### src/rtl/link_pwr_seq_pkg.sv
package link_pwr_seq_pkg;
  typedef enum logic [1:0] {
    ST_OFF  = 2'd0,
    ST_LOCK = 2'd1,
    ST_RUN  = 2'd2
  } pwr_state_e;
endpackage

### src/rtl/link_lock_cnt.sv
module link_lock_cnt #(
  parameter int LOCK_CYCLES = 16385
) (
  input  logic clk_i,
  input  logic rst_ni,
  input  logic clr_i,
  input  logic inc_i,
  output logic done_o
);
  localparam int CW = $clog2(LOCK_CYCLES + 1);
  localparam logic [CW-1:0] LAST = CW'(LOCK_CYCLES - 1);

  logic [CW-1:0] cnt_q;

  always_ff @(posedge clk_i or negedge rst_ni) begin
    if (!rst_ni)      cnt_q <= '0;
    else if (clr_i)   cnt_q <= '0;
    else if (inc_i)   cnt_q <= cnt_q + 1'b1;
  end

  assign done_o = (cnt_q == LAST);

  assert_cnt_bound_R4: assert property (@(posedge clk_i) disable iff (!rst_ni)
    cnt_q <= LAST);
  assert_cnt_clear_R8: assert property (@(posedge clk_i) disable iff (!rst_ni)
    clr_i |=> cnt_q == '0);
endmodule

### src/rtl/link_rng_decode.sv
module link_rng_decode #(
  parameter int MHZ_W     = 6,
  parameter int RATE_W    = 10,
  parameter int WORD_BITS = 20
) (
  input  logic [1:0]        sel_i,
  output logic [MHZ_W-1:0]  lo_mhz_o,
  output logic [MHZ_W-1:0]  hi_mhz_o,
  output logic [RATE_W-1:0] lo_rate_o,
  output logic [RATE_W-1:0] hi_rate_o
);
  always_comb begin
    unique case (sel_i)
      2'd0: begin lo_mhz_o = MHZ_W'(3);  hi_mhz_o = MHZ_W'(5);  end
      2'd1: begin lo_mhz_o = MHZ_W'(5);  hi_mhz_o = MHZ_W'(10); end
      2'd2: begin lo_mhz_o = MHZ_W'(10); hi_mhz_o = MHZ_W'(20); end
      default: begin lo_mhz_o = MHZ_W'(20); hi_mhz_o = MHZ_W'(35); end
    endcase
  end

  // serial rate = parallel clock x bits per serial word
  assign lo_rate_o = RATE_W'(lo_mhz_o) * RATE_W'(WORD_BITS);
  assign hi_rate_o = RATE_W'(hi_mhz_o) * RATE_W'(WORD_BITS);

  always_comb begin
    assert_rng_order_R6: assert (hi_mhz_o > lo_mhz_o);
  end
endmodule

### src/rtl/link_out_ctrl.sv
module link_out_ctrl
  import link_pwr_seq_pkg::*;
(
  input  logic       clk_i,
  input  logic       rst_ni,
  input  pwr_state_e state_i,
  output logic       pll_en_o,
  output logic       term_en_o,
  output logic       drv_en_o,
  output logic       drv_zero_o,
  output logic       data_en_o
);
  always_comb begin
    pll_en_o   = 1'b0;
    term_en_o  = 1'b0;
    drv_en_o   = 1'b0;
    drv_zero_o = 1'b0;
    data_en_o  = 1'b0;
    unique case (state_i)
      ST_LOCK: begin
        pll_en_o   = 1'b1;
        term_en_o  = 1'b1;
        drv_zero_o = 1'b1;
      end
      ST_RUN: begin
        pll_en_o  = 1'b1;
        term_en_o = 1'b1;
        drv_en_o  = 1'b1;
        data_en_o = 1'b1;
      end
      default: ;
    endcase
  end

  assert_zero_excl_R3: assert property (@(posedge clk_i) disable iff (!rst_ni)
    !(drv_en_o && drv_zero_o));
  assert_term_with_drv_R4: assert property (@(posedge clk_i) disable iff (!rst_ni)
    (drv_en_o || drv_zero_o) |-> (term_en_o && pll_en_o));
endmodule

### src/rtl/link_pwr_seq.sv
module link_pwr_seq
  import link_pwr_seq_pkg::*;
#(
  parameter int LOCK_CYCLES = 16385,
  parameter int MHZ_W       = 6,
  parameter int RATE_W      = 10,
  parameter int WORD_BITS   = 20
) (
  input  logic              clk_i,
  input  logic              rst_ni,
  input  logic              pwr_on_i,
  input  logic              vin_ok_i,
  input  logic [1:0]        rng_sel_i,
  output logic              pll_en_o,
  output logic              term_en_o,
  output logic              drv_en_o,
  output logic              drv_zero_o,
  output logic              data_en_o,
  output logic [1:0]        state_o,
  output logic [MHZ_W-1:0]  rng_lo_mhz_o,
  output logic [MHZ_W-1:0]  rng_hi_mhz_o,
  output logic [RATE_W-1:0] rate_lo_mbps_o,
  output logic [RATE_W-1:0] rate_hi_mbps_o
);
  pwr_state_e state_q, state_d;
  logic [1:0] rng_q;
  logic       run_eff, rng_chg, cnt_clr, cnt_inc, cnt_done;

  // missing input supply forces power-down
  assign run_eff = pwr_on_i & vin_ok_i;
  assign rng_chg = (rng_sel_i != rng_q);

  always_comb begin
    state_d = state_q;
    unique case (state_q)
      ST_OFF:  if (run_eff) state_d = ST_LOCK;
      ST_LOCK: begin
        if (!run_eff)                 state_d = ST_OFF;
        else if (!rng_chg && cnt_done) state_d = ST_RUN;
      end
      ST_RUN: begin
        if (!run_eff)    state_d = ST_OFF;
        else if (rng_chg) state_d = ST_LOCK;
      end
      default: state_d = ST_OFF;
    endcase
  end

  assign cnt_clr = !(state_q == ST_LOCK && run_eff && !rng_chg);
  assign cnt_inc = !cnt_clr && !cnt_done;

  always_ff @(posedge clk_i or negedge rst_ni) begin
    if (!rst_ni) begin
      state_q <= ST_OFF;
      rng_q   <= 2'd0;
    end else begin
      state_q <= state_d;
      rng_q   <= rng_sel_i;
    end
  end

  link_lock_cnt #(.LOCK_CYCLES(LOCK_CYCLES)) u_cnt (
    .clk_i  (clk_i),
    .rst_ni (rst_ni),
    .clr_i  (cnt_clr),
    .inc_i  (cnt_inc),
    .done_o (cnt_done)
  );

  link_rng_decode #(.MHZ_W(MHZ_W), .RATE_W(RATE_W), .WORD_BITS(WORD_BITS)) u_rng (
    .sel_i     (rng_q),
    .lo_mhz_o  (rng_lo_mhz_o),
    .hi_mhz_o  (rng_hi_mhz_o),
    .lo_rate_o (rate_lo_mbps_o),
    .hi_rate_o (rate_hi_mbps_o)
  );

  link_out_ctrl u_out (
    .clk_i      (clk_i),
    .rst_ni     (rst_ni),
    .state_i    (state_q),
    .pll_en_o   (pll_en_o),
    .term_en_o  (term_en_o),
    .drv_en_o   (drv_en_o),
    .drv_zero_o (drv_zero_o),
    .data_en_o  (data_en_o)
  );

  assign state_o = state_q;

  assert_pd_to_off_R2: assert property (@(posedge clk_i) disable iff (!rst_ni)
    !pwr_on_i |=> state_q == ST_OFF);
  assert_vin_off_R5: assert property (@(posedge clk_i) disable iff (!rst_ni)
    !vin_ok_i |=> state_q == ST_OFF);
  assert_start_lock_R3: assert property (@(posedge clk_i) disable iff (!rst_ni)
    (state_q == ST_OFF && run_eff) |=> state_q == ST_LOCK);
  assert_rng_relock_R7: assert property (@(posedge clk_i) disable iff (!rst_ni)
    (state_q == ST_RUN && run_eff && rng_chg) |=> state_q == ST_LOCK);
  assert_run_entry_R4: assert property (@(posedge clk_i) disable iff (!rst_ni)
    (state_q == ST_RUN && $past(state_q) != ST_RUN)
      |-> ($past(state_q) == ST_LOCK && $past(cnt_done)));
endmodule

### config.mk
export PLATFORM = sky130hd
export DESIGN_NAME = link_pwr_seq
export DESIGN_NICKNAME = d
export VERILOG_FILES = /design/src/rtl/link_pwr_seq_pkg.sv /design/src/rtl/link_lock_cnt.sv /design/src/rtl/link_rng_decode.sv /design/src/rtl/link_out_ctrl.sv /design/src/rtl/link_pwr_seq.sv
export SDC_FILE = /design/constraint.sdc
export NUM_CORES = 1
export LEC_CHECK = 0
export CAP_MARGIN = 20
export CORE_MARGIN = 4
export CORE_UTILIZATION = 25
export CTS_BUF_LIST = sky130_fd_sc_hd__clkbuf_4 sky130_fd_sc_hd__clkbuf_8
export DETAILED_ROUTE_END_ITERATION = 7
export PLACE_DENSITY = 0.47
export SLEW_MARGIN = 20
export SYNTH_ARGS = -nofsm -noshare
export SYNTH_HDL_FRONTEND = slang
export SYNTH_SLANG_ARGS = --single-unit
### constraint.sdc
create_clock -name clk_i -period 1.8 [get_ports clk_i]
set_input_delay 0.27 -clock clk_i [delete_from_list [all_inputs] [get_ports clk_i]]
set_output_delay 0.27 -clock clk_i [all_outputs]
set_load 0.01 [all_outputs]
==> summary.txt <==
Power
  • Pwr Density: 577 nW/um^2
  • Total Power: about 1.2 mW
  • Maximum VDD drop: 0.000327 V
  • Leak pwr: roughly 0.95 nW

Critical path
  • WP buf/inv: 4
  • Crit-path slowest cell: dfrtp_2
  • CP max FO: 4
  • Crit end category: output port
  • Worst path cell trace: inv_2 -> buf_6 -> ha_4 -> nor2_2 -> nor2_1 -> buf_4 -> xnor2_2 -> buf_2
  • Worst Path Arrival: around 1.6 ns
  • CP peak stage delay: 0.44 ns
  • CP Class: reg -> out
  • Delay-heaviest family, CP: buffers and inverters
  • Crit start category: flip-flop
  • Worst EP required: 1.53 ns

Cells and area
  • Share of layout cells above drive strength 1: 35.7%
  • Register Area: between 400 and 500 um^2
  • Area growth syn-to-layout: 44.0%
  • Finished Cell Area: 2100 um^2
  • Fill cell count: 547
  • Number of diodes: 0
  • NumNets Final: 229
  • Final core utilization: 37.7%
  • Multi-input logic area: between 900 and 1000 um^2

Floorplan
  • Initial core utilization: 26.2%
  • Chip Height: around 84 um
  • I/O Pins: 45
  • Die ar.: about 7100 um^2
  • # rows: 27
  • Die Width: 84.4 um
  • Core area: approximately 5600 um^2

Route
  • Initial DRC Count: 50
  • Vias per inst: roughly 4.5
  • Residual DRC: 0
  • Via count: 1,246
  • Drt wl/cell: between 10 and 15 um
  • Final wirelength: about 3600 um
  • First-pass iteration count of the detailed router: 2
  • Antenna-violating nets left: 0

Placement
  • Hpwl dp: 2680 um
  • Worst slack, placed: -0.221 ns
  • PortBufs: 39
  • Placed Area: 1970 um^2
  • Final Wtd Congestion: 0.748

Synth
  • EDFF count, synth: 0
  • Largest area contributor in the netlist: dfrtp_1
  • Most area-consuming cells after synthesis: dfrtp_1 (33%), ha_1 (13%), buf_4 (10%), xnor2_1 (4.2%), xor2_1 (4.2%)
  • Top FF cell, synth: dfrtp_1
  • Synth Cell Area: 1460 um^2
  • Synthesis Warnings: 0
  • Synthesis-stage register bit count: 19
  • Top cell type's share of synthesized area: 32.6%
  • Post-Syn Instances: 155
  • Top-count cell post-synth: buf_4
  • Post-synthesis cell type count: 38
  • Synth Area per Inst: 9.41 um^2
  • Seq/Total Area, Yosys: 32.6%
  • Fraction of registers with async set/reset: 100%
  • Commonest cells in the netlist: buf_4 (20), dfrtp_1 (19), ha_1 (15), nor2_1 (15), nand2_1 (12)

Global route
  • Remaining global-route overflow: 0
  • Vias in the first global route: around 1,300
  • Initial antenna violation count: 0
  • First-pass GRT wire length: 6130 um
  • Tot GR Track Use: 10.4%
  • Largest net degree at the start of global routing: 20

Timing
  • Final hold vios: 0
  • Period Utilization, post-route: 102%
  • Tmin final: 1.83 ns
  • Worst Slack Setup Final: -0.0304 ns
  • WHS: around 0.34 ns
  • RSZ-0062 raised after global routing: yes
  • Slew Limit Fails: 0
  • Final Skew: 0.00575 ns
  • Max Freq: approximately 550 MHz
  • Final setup vio count: 1

Run status
  • Outcome: complete, but fails checks
  • Failing checks: negative setup slack

CTS
  • Hold_buf cts: 0
  • CTS tree: yes
  • H-tree levels: 1
  • Clk buf depth: 2
  • Root Driver: clkbuf_8
  • Clock Sink Count: 19
  • Total CTS buffers: 3
  • Worst skew pair latency: 0.26 ns
  • Clk slew on worst S/H paths: 0.07 ns

Worst hold path
  • Worst min-delay path class: in -> async

Job
  • Max-cap viol count: 0
-- area by class of cell --
type                       count  share of cell area (%)
sequential                    19                    22.9
multi-input combinational    110                    43.6
timing repair buffer          65                    25.3
inverter                       9                    1.61
tap                           72                    4.29
clock buffer                   4                    2.32
-- timing repair --
action | in CTS | in global routing
hold endpoints to repair | 0 | 0
resized for setup | 79 | 31
endpoints found under the setup margin | 31 | 24
setup buffers | 4 | 1
pin swaps | 2 | 10
-- worst register-to-register path, stage by stage (launching register included) --
cell     delay, ns
dfrtp_2       0.44
buf_4         0.16
xnor2_1       0.28
nand3_1       0.15
or4_1         0.53
nand3_1       0.10
-- power by group --
part / switching (mW) / leakage (nW) / total, mW / internal, mW
Combinational: 0.213 / 0.672 / 0.446 / 0.233
Sequential: 0.00995 / 0.254 / 0.452 / 0.442
Clock: 0.142 / 0.0262 / 0.315 / 0.173
Total: 0.365 / 0.953 / 1.21 / 0.847
-- state kept, by name, summed over array words and instances, names as in the netlist --
| name | cells |
|---|---|
| rng_q | 2 |
| state_o | 2 |
| u_cnt.cnt_q | 15 |
-- stage by stage --
step                instances  setup TNS (ns)
floorplan                 159               0
global placement          271           -1.39
global route              279          -0.441
detailed placement        271           -1.98
finish                    279         -0.0304
CTS                       279          -0.504
-- logic make-up (layout without fill, tap and decap cells) --
family	Yosys count	in the layout	share of synthesized area (%)
flip-flops	19	19	32.6
XOR/XNOR	14	14	8.40
adder cells (fa/ha/maj)	15	15	12.9
AND/OR/NAND/NOR	57	57	24.0
other	1	5	0.257
buffers and inverters	30	78	12.9
multiplexers	1	1	0.686
AO/OA/AOI/OAI	18	18	8.32
-- cell usage in the layout, fill, tap and decap left out, types with 5 or more instances in the layout --
cell type	instances
a21oi_1	5
buf_2	10
buf_4	26
clkdlybuf4s50_1	7
conb_1	5
dfrtp_1	15
dlygate4sd2_1	11
ha_1	8
ha_4	6
inv_1	7
nand2_1	10
nand3_1	6
nor2_1	14
xnor2_1	6
xor2_1	7
-- layer usage --
| metal | routed length [um] | GRT usage (%) | up-vias |
|---|---|---|---|
| met5 | 0 | 0 | - |
| met4 | 72 | 5.18 | 0 |
| met3 | 151 | 2.26 | 6 |
| met2 | 1840 | 18.5 | 27 |
| met1 | 1520 | 11.7 | 601 |
| li1 | - | - | 612 |
-- final timing paths --
path | start | end | depth (start not counted) | slack, ns
max | rng_q[0]$_DFF_PN0_ | rate_hi_mbps_o[4] | 8 | -0.03
min | rst_ni | u_cnt.cnt_q[11]$_DFFE_PN0P_ | 2 | 0.34
max reg2reg | rng_q[0]$_DFF_PN0_ | state_o[1]$_DFFE_PN0P_ | 5 | 0.09
min reg2reg | u_cnt.cnt_q[8]$_DFFE_PN0P_ | u_cnt.cnt_q[8]$_DFFE_PN0P_ | 2 | 0.59
max in group asynchronous | rst_ni | rng_q[0]$_DFF_PN0_ | 2 | 1.23
min in group clk_i | rng_sel_i[1] | rng_q[1]$_DFF_PN0_ | 1 | 0.53
Power figures use the tool's default switching activity.
